[config.mk]
export PLATFORM = sky130hd
export DESIGN_NAME = panel_cmd_bus
export DESIGN_NICKNAME = d
export VERILOG_FILES = /design/src/rtl/pbus_pkg.sv /design/src/rtl/pbus_ctrl.sv /design/src/rtl/pbus_dpath.sv /design/src/rtl/panel_cmd_bus.sv
export SDC_FILE = /design/constraint.sdc
export NUM_CORES = 1
export LEC_CHECK = 0
export ABC_CLOCK_PERIOD_IN_PS = 2580
export BUFFER_PORTS_ARGS = -buffer_cell sky130_fd_sc_hd__buf_2
export CAP_MARGIN = 0
export CORE_MARGIN = 5
export CORE_UTILIZATION = 54
export CTS_CLUSTER_SIZE = 16
export DETAILED_ROUTE_END_ITERATION = 7
export PLACE_DENSITY = 0.92
export SYNTH_ARGS = -nofsm -noshare
export SYNTH_HDL_FRONTEND = slang
export SYNTH_HIERARCHICAL = 1
export SYNTH_SLANG_ARGS = --single-unit
[constraint.sdc]
create_clock -name clk -period 2.58 [get_ports clk]
set_input_delay 0.516 -clock clk [delete_from_list [all_inputs] [get_ports clk]]
set_output_delay 0.516 -clock clk [all_outputs]
set_load 0.01 [all_outputs]
[src/rtl/pbus_pkg.sv]
package pbus_pkg;
  localparam int HOST_W = 32;
  localparam int ADDR_W = 3;

  localparam logic [ADDR_W-1:0] A_WORD = 3'd0;
  localparam logic [ADDR_W-1:0] A_RREQ = 3'd1;
  localparam logic [ADDR_W-1:0] A_WGO  = 3'd2;
  localparam logic [ADDR_W-1:0] A_RGO  = 3'd3;
  localparam logic [ADDR_W-1:0] A_STAT = 3'd4;
  localparam logic [ADDR_W-1:0] A_TIME = 3'd5;

  localparam int BIT_CMDBUS = 28;
  localparam int BIT_RS     = 24;
  localparam int BIT_GO     = 0;
  localparam int BIT_SUB    = 1;
  localparam int BIT_BUSY   = 1;

  typedef enum logic [1:0] {PH_IDLE, PH_SETUP, PH_STROBE, PH_HOLD} phase_e;

  typedef struct packed {
    logic launch;
    logic csOn;
    logic strobeOn;
    logic capture;
  } busCtl_t;
endpackage

[src/rtl/pbus_ctrl.sv]
module pbus_ctrl
  import pbus_pkg::*;
#(
  parameter int PHASE_W = 4
) (
  input  logic                 clk,
  input  logic                 rstN,
  input  logic                 goReq,
  input  logic [3*PHASE_W-1:0] timeCfg,
  output busCtl_t              ctl,
  output logic                 busy
);
  localparam int TW = 3*PHASE_W;

  phase_e            phase;
  logic [PHASE_W-1:0] cnt;
  logic [TW-1:0]     tLatched;
  logic              accept;
  logic              cntDone;

  // Per-phase lengths pulled from the latched timing word.
  logic [PHASE_W-1:0] phaseLen [3];
  generate
    for (genvar g = 0; g < 3; g++) begin : g_len
      assign phaseLen[g] = tLatched[g*PHASE_W +: PHASE_W];
    end
  endgenerate

  assign accept  = goReq && (phase == PH_IDLE);
  assign cntDone = (cnt == '0);

  always_ff @(posedge clk or negedge rstN) begin
    if (!rstN) begin
      phase    <= PH_IDLE;
      cnt      <= '0;
      tLatched <= '0;
    end else begin
      case (phase)
        PH_IDLE: if (accept) begin
          phase    <= PH_SETUP;
          cnt      <= timeCfg[PHASE_W-1:0];
          tLatched <= timeCfg;
        end
        PH_SETUP: if (cntDone) begin
          phase <= PH_STROBE;
          cnt   <= phaseLen[1];
        end else cnt <= cnt - 1'b1;
        PH_STROBE: if (cntDone) begin
          phase <= PH_HOLD;
          cnt   <= phaseLen[2];
        end else cnt <= cnt - 1'b1;
        PH_HOLD: if (cntDone) begin
          phase <= PH_IDLE;
        end else cnt <= cnt - 1'b1;
        default: phase <= PH_IDLE;
      endcase
    end
  end

  always_comb begin
    ctl.launch   = accept;
    ctl.csOn     = (phase != PH_IDLE);
    ctl.strobeOn = (phase == PH_STROBE);
    ctl.capture  = (phase == PH_STROBE) && cntDone;
  end
  assign busy = (phase != PH_IDLE);

  // busy only rises after a go request was seen
  a_r5_busy_needs_go: assert property (@(posedge clk) disable iff (!rstN)
    $rose(busy) |-> $past(goReq));
  // the strobe phase is always entered from setup
  a_r6_strobe_after_setup: assert property (@(posedge clk) disable iff (!rstN)
    $rose(ctl.strobeOn) |-> $past(phase == PH_SETUP));
  // the cycle always ends from the hold phase
  a_r6_end_from_hold: assert property (@(posedge clk) disable iff (!rstN)
    $fell(busy) |-> $past(phase == PH_HOLD));
endmodule

[src/rtl/pbus_dpath.sv]
module pbus_dpath
  import pbus_pkg::*;
#(
  parameter int DATA_W  = 16,
  parameter int PHASE_W = 4
) (
  input  logic                 clk,
  input  logic                 rstN,
  input  logic                 hostWe,
  input  logic [ADDR_W-1:0]    hostAddr,
  input  logic [HOST_W-1:0]    hostWdata,
  output logic [HOST_W-1:0]    hostRdata,
  input  busCtl_t              ctl,
  input  logic                 busy,
  output logic                 goReq,
  output logic [3*PHASE_W-1:0] timeCfg,
  output logic [DATA_W-1:0]    panelDataOut,
  output logic                 panelDataOe,
  input  logic [DATA_W-1:0]    panelDataIn,
  output logic                 panelRs,
  output logic                 panelCsMainN,
  output logic                 panelCsSubN,
  output logic                 panelWrN,
  output logic                 panelRdN
);
  localparam int TW = 3*PHASE_W;

  logic [HOST_W-1:0] wordReg;
  logic              rreqRs;
  logic [TW-1:0]     timeReg;
  logic [DATA_W-1:0] rdCapt;
  logic [DATA_W-1:0] busData;
  logic              busRs, busSub, busRead;
  logic              wrGo, rdGo;

  assign wrGo  = hostWe && (hostAddr == A_WGO) && hostWdata[BIT_GO] && wordReg[BIT_CMDBUS];
  assign rdGo  = hostWe && (hostAddr == A_RGO) && hostWdata[BIT_GO];
  assign goReq = wrGo || rdGo;
  assign timeCfg = timeReg;

  always_ff @(posedge clk or negedge rstN) begin
    if (!rstN) begin
      wordReg <= '0;
      rreqRs  <= 1'b0;
      timeReg <= '0;
    end else if (hostWe) begin
      case (hostAddr)
        A_WORD:  wordReg <= hostWdata;
        A_RREQ:  rreqRs  <= hostWdata[BIT_RS];
        A_TIME:  timeReg <= hostWdata[TW-1:0];
        default: ;
      endcase
    end
  end

  // Copy of the cycle's attributes, frozen at launch.
  always_ff @(posedge clk or negedge rstN) begin
    if (!rstN) begin
      busData <= '0;
      busRs   <= 1'b0;
      busSub  <= 1'b0;
      busRead <= 1'b0;
    end else if (ctl.launch) begin
      busRead <= rdGo;
      busSub  <= hostWdata[BIT_SUB];
      busRs   <= rdGo ? rreqRs : wordReg[BIT_RS];
      busData <= wordReg[DATA_W-1:0];
    end
  end

  always_ff @(posedge clk or negedge rstN) begin
    if (!rstN)                        rdCapt <= '0;
    else if (ctl.capture && busRead)  rdCapt <= panelDataIn;
  end

  always_comb begin
    hostRdata = '0;
    case (hostAddr)
      A_WORD:  hostRdata = wordReg;
      A_RREQ:  hostRdata[DATA_W-1:0] = rdCapt;
      A_STAT:  hostRdata[BIT_BUSY] = busy;
      A_TIME:  hostRdata[TW-1:0] = timeReg;
      default: hostRdata = '0;
    endcase
  end

  assign panelCsMainN = !(ctl.csOn && !busSub);
  assign panelCsSubN  = !(ctl.csOn && busSub);
  assign panelRs      = ctl.csOn && busRs;
  assign panelWrN     = !(ctl.strobeOn && !busRead);
  assign panelRdN     = !(ctl.strobeOn && busRead);
  assign panelDataOut = busData;
  assign panelDataOe  = ctl.csOn && !busRead;

  // never both panels selected
  a_r4_one_cs: assert property (@(posedge clk) disable iff (!rstN)
    $onehot0({!panelCsMainN, !panelCsSubN}));
  // a strobe sits inside a chip select that was already active
  a_r6_strobe_in_cs: assert property (@(posedge clk) disable iff (!rstN)
    (!panelWrN || !panelRdN) |-> ((!panelCsMainN || !panelCsSubN) &&
                                  $past(!panelCsMainN || !panelCsSubN)));
  // chip select choice holds for the whole cycle
  a_r9_cs_steady: assert property (@(posedge clk) disable iff (!rstN)
    ((!panelCsMainN || !panelCsSubN) && $past(!panelCsMainN || !panelCsSubN))
      |-> $stable({panelCsMainN, panelCsSubN, panelRs}));
  // write data stays steady while the write strobe is low
  a_r3_data_steady: assert property (@(posedge clk) disable iff (!rstN)
    (!panelWrN && $past(!panelWrN)) |-> $stable(panelDataOut));
  // the bus is released during a read strobe
  a_r7_no_drive_on_read: assert property (@(posedge clk) disable iff (!rstN)
    !panelRdN |-> !panelDataOe);
  // the two strobes never overlap
  a_r7_strobes_exclusive: assert property (@(posedge clk) disable iff (!rstN)
    panelWrN || panelRdN);
endmodule

[src/rtl/panel_cmd_bus.sv]
module panel_cmd_bus
  import pbus_pkg::*;
#(
  parameter int DATA_W  = 16,
  parameter int PHASE_W = 4
) (
  input  logic              clk,
  input  logic              rstN,
  input  logic              hostWe,
  input  logic [2:0]        hostAddr,
  input  logic [31:0]       hostWdata,
  output logic [31:0]       hostRdata,
  output logic [DATA_W-1:0] panelDataOut,
  output logic              panelDataOe,
  input  logic [DATA_W-1:0] panelDataIn,
  output logic              panelRs,
  output logic              panelCsMainN,
  output logic              panelCsSubN,
  output logic              panelWrN,
  output logic              panelRdN
);
  busCtl_t              ctl;
  logic                 busy;
  logic                 goReq;
  logic [3*PHASE_W-1:0] timeCfg;

  pbus_ctrl #(.PHASE_W(PHASE_W)) u_ctrl (
    .clk(clk), .rstN(rstN), .goReq(goReq), .timeCfg(timeCfg),
    .ctl(ctl), .busy(busy)
  );

  pbus_dpath #(.DATA_W(DATA_W), .PHASE_W(PHASE_W)) u_dpath (
    .clk(clk), .rstN(rstN), .hostWe(hostWe), .hostAddr(hostAddr),
    .hostWdata(hostWdata), .hostRdata(hostRdata), .ctl(ctl), .busy(busy),
    .goReq(goReq), .timeCfg(timeCfg), .panelDataOut(panelDataOut),
    .panelDataOe(panelDataOe), .panelDataIn(panelDataIn), .panelRs(panelRs),
    .panelCsMainN(panelCsMainN), .panelCsSubN(panelCsSubN),
    .panelWrN(panelWrN), .panelRdN(panelRdN)
  );
endmodule

==> impl_metrics.json <==
{
  "fp-row-count": 33,
  "min_period_ns": 2.49,
  "rsz0062_at_grt": "no",
  "setup_ws_ns": 0.0875,
  "rr_startpoint": "u_ctrl/phase[0]$_DFFE_PN0P_",
  "cts_made_buffers": 9,
  "design_area_mm2": 0.00545,
  "clock_path_buffers": 2,
  "clock.fmax_mhz": 401,
  "cts.sinks": 94,
  "grt_first_pass_wirelength_um": 17800,
  "grt_use_total_pct": 22.4,
  "synth-async-reset-ratio_pct": 100,
  "setup_violations": 0,
  "synth_ff_type": "dfrtp_1",
  "io_buffers": 107,
  "n_antenna_cell": 0,
  "syn_area_mm2": 0.00454,
  "combinationalPowerShare_pct": 34.8,
  "finClkSkew_ns": 0.0119,
  "path_cells": "inv_1 > ha_2 > inv_1 > mux4_2 > nor2b_1 > buf_2",
  "worst-path-max-fanout": 5,
  "ios": 108,
  "cp-start-kind": "flop",
  "p_seq_share_pct": 42.9,
  "wire_per_inst_um": 19.8,
  "critical_path_buf_inv_count": 3,
  "viasPerCell": 5.71,
  "r2r-end": "u_dpath/rdCapt[10]$_DFFE_PN0P_",
  "fin_nets": 510,
  "critical_path.startpoint": "u_ctrl/phase[0]$_DFFE_PN0P_",
  "rr_worst_depth": 6,
  "first_global_vias": 3533,
  "hold_buffers": 0,
  "drv_cap": 0,
  "setup_tns_ns": 0,
  "drt_wl_total_um": 11000,
  "syn_to_final_growth_pct": 20.1,
  "antenna_found_initial": 0,
  "cp_top_family": "multiplexers",
  "ir_drop_mv": 0.542,
  "num_vias": 3188,
  "yosysMostFrequentCell": "dfrtp_1",
  "ys_ff_latch": 94,
  "drtAntennaViolNets": 0,
  "hpwl_um": 7710,
  "die_h_um": 102,
  "htree_num_levels": 3,
  "clock_latency_ns": 0.35,
  "clk_pin_slew_ns": 0.09,
  "internal_power_mw": 3.75,
  "cp_common_cell": "inv_1",
  "rrSetupSlack_ns": 0.50,
  "crit_arrival_ns": 1.98,
  "status": "finished clean",
  "coreArea_mm2": 0.00822,
  "p_clk_share_pct": 22.4,
  "initial_core_util_pct": 55.3,
  "ys_types": 39,
  "switching_share_pct": 31.4,
  "pre_cts_slack_ns": 0.0437,
  "root_buffer": "clkbuf_8",
  "die_width_um": 102,
  "yosys-top-cells-count": "94 x dfrtp_1, 67 x mux2_2, 30 x mux2_4",
  "worstMarginPinSlew_ns": 0.646,
  "switching_power_mw": 1.72,
  "netlist_top_cells_area": "dfrtp_1 52%, mux2_2 17%, mux2_4 9.9%, and2_1 2.5%, ha_1 1.9%",
  "slew_violations": 0,
  "worst_path_max_delay_cell": "mux4_2",
  "period_share_pct": 96.6,
  "syn_avg_cell_area_um2": 13.6,
  "layout-drive-gt1-share_pct": 52.5,
  "crit_end": "hostRdata[1]",
  "ys_seq_area_share_pct": 51.8,
  "dr.pass1.iters": 5,
  "powerDensity_mw_per_mm2": 1000,
  "syn-num-nets": 396,
  "placed_area_mm2": 0.00520,
  "overflow": 0,
  "yosysTopAreaCell": "dfrtp_1",
  "max_slew_margin_pct": 56.9,
  "crit_type": "flop to primary output",
  "cp.depth": 6,
  "cts_tree": "done",
  "drt_iter0_drc": 262,
  "synth_top_area_share_pct": 51.8,
  "yosysWarnings": 6,
  "drc": 0,
  "synthCells": 335,
  "worstPathRequired_ns": 2.06,
  "final_hold_viol_count": 0,
  "max_stage_delay_ns": 0.46,
  "p_leak_nw": 2.71,
  "hp-class": "primary input to asynchronous set/reset pin",
  "die-area_mm2": 0.0103,
  "gp_congestion": 0.951,
  "synth-edff-count": 0,
  "cp-end-kind": "primary output",
  "grt_start_max_net_pins": 95
}
-- cells in the final DEF, fill, tap and decap left out, types with 9 or more instances in the layout --
cell type and n:
a22oi_1 11, and2_1 18, buf_2 106, buf_4 12, clkbuf_8 9, dfrtp_1 94
inv_1 9, mux2_2 67, mux2_4 30, nor2_1 20
-- logic make-up (layout without fill, tap and decap cells) --
family                   after synthesis  after routing  synth area share (%)
multiplexers                         103            103                  28.2
buffers and inverters                 26            144                  3.72
flip-flops                            94             94                  51.8
adder cells (fa/ha/maj)                7              7                  1.93
AND/OR/NAND/NOR                       63             63                  7.74
AO/OA/AOI/OAI                         42             42                  6.64
-- per-layer routing --
metal  up-vias  share of wire [%]  global-route usage, %
li1       1412                  -                      -
met1      1614                 40                   27.5
met2       133                 51                   38.2
met3        29                6.1                   3.37
met4         0                3.0                   11.6
met5         -                  0                      0
-- state kept, by name (all words and copies together), names as in the netlist, 2 cells and up --
register and flops:
u_dpath/wordReg 32, u_dpath/panelDataOut 16, u_dpath/rdCapt 16, u_dpath/timeCfg 12, u_ctrl/tLatched 8, u_ctrl/cnt 4, u_ctrl/phase 2
-- area by class of cell --
cell class                 instances  area [um^2]
tap                              105          131
clock buffer                      11          131
multi-input combinational        215         2020
timing repair buffer             120          661
fill                             576         2760
sequential                        94         2350
clock inverter                     4          120
inverter                           9         33.8
-- power groups by stage --
stage	registers, mW	clock network (mW)	logic (mW)
after floorplan	2.30	0	1.29
after global placement	2.32	0	1.75
after CTS	2.34	1.25	1.90
final	2.35	1.23	1.90
after global routing	2.41	1.30	2.06
after detailed placement	2.36	0	1.86
-- worst min path at each step --
stage / depth (start not counted) / to
finish: 2 / u_dpath/panelDataOut[3]$_DFFE_PN0P_
global route: 2 / u_dpath/panelDataOut[3]$_DFFE_PN0P_
CTS: 2 / u_dpath/panelDataOut[3]$_DFFE_PN0P_
detailed placement: 1 / u_dpath/wordReg[18]$_DFFE_PN0P_
global placement: 1 / u_dpath/rdCapt[10]$_DFFE_PN0P_
floorplan: 0 / u_ctrl/cnt[0]$_DFFE_PN0P_
-- metrics by stage --
step	total power [mW]	util (%)	hold WS [ns]	std cells
2_1_floorplan	3.59	-	0.220	335
3_3_place_gp	4.07	63.3	0.484	543
3_5_place_dp	4.22	63.3	0.490	543
4_1_cts	5.48	66.3	0.207	558
5_1_grt	5.77	66.4	0.232	558
6_report	5.48	66.4	0.185	558
-- timing repair --
item,in CTS,in global routing
endpoints found under the setup margin,0,12
resized for setup,0,2
buffers inserted,0,0
(Power assumes the default switching activity.)
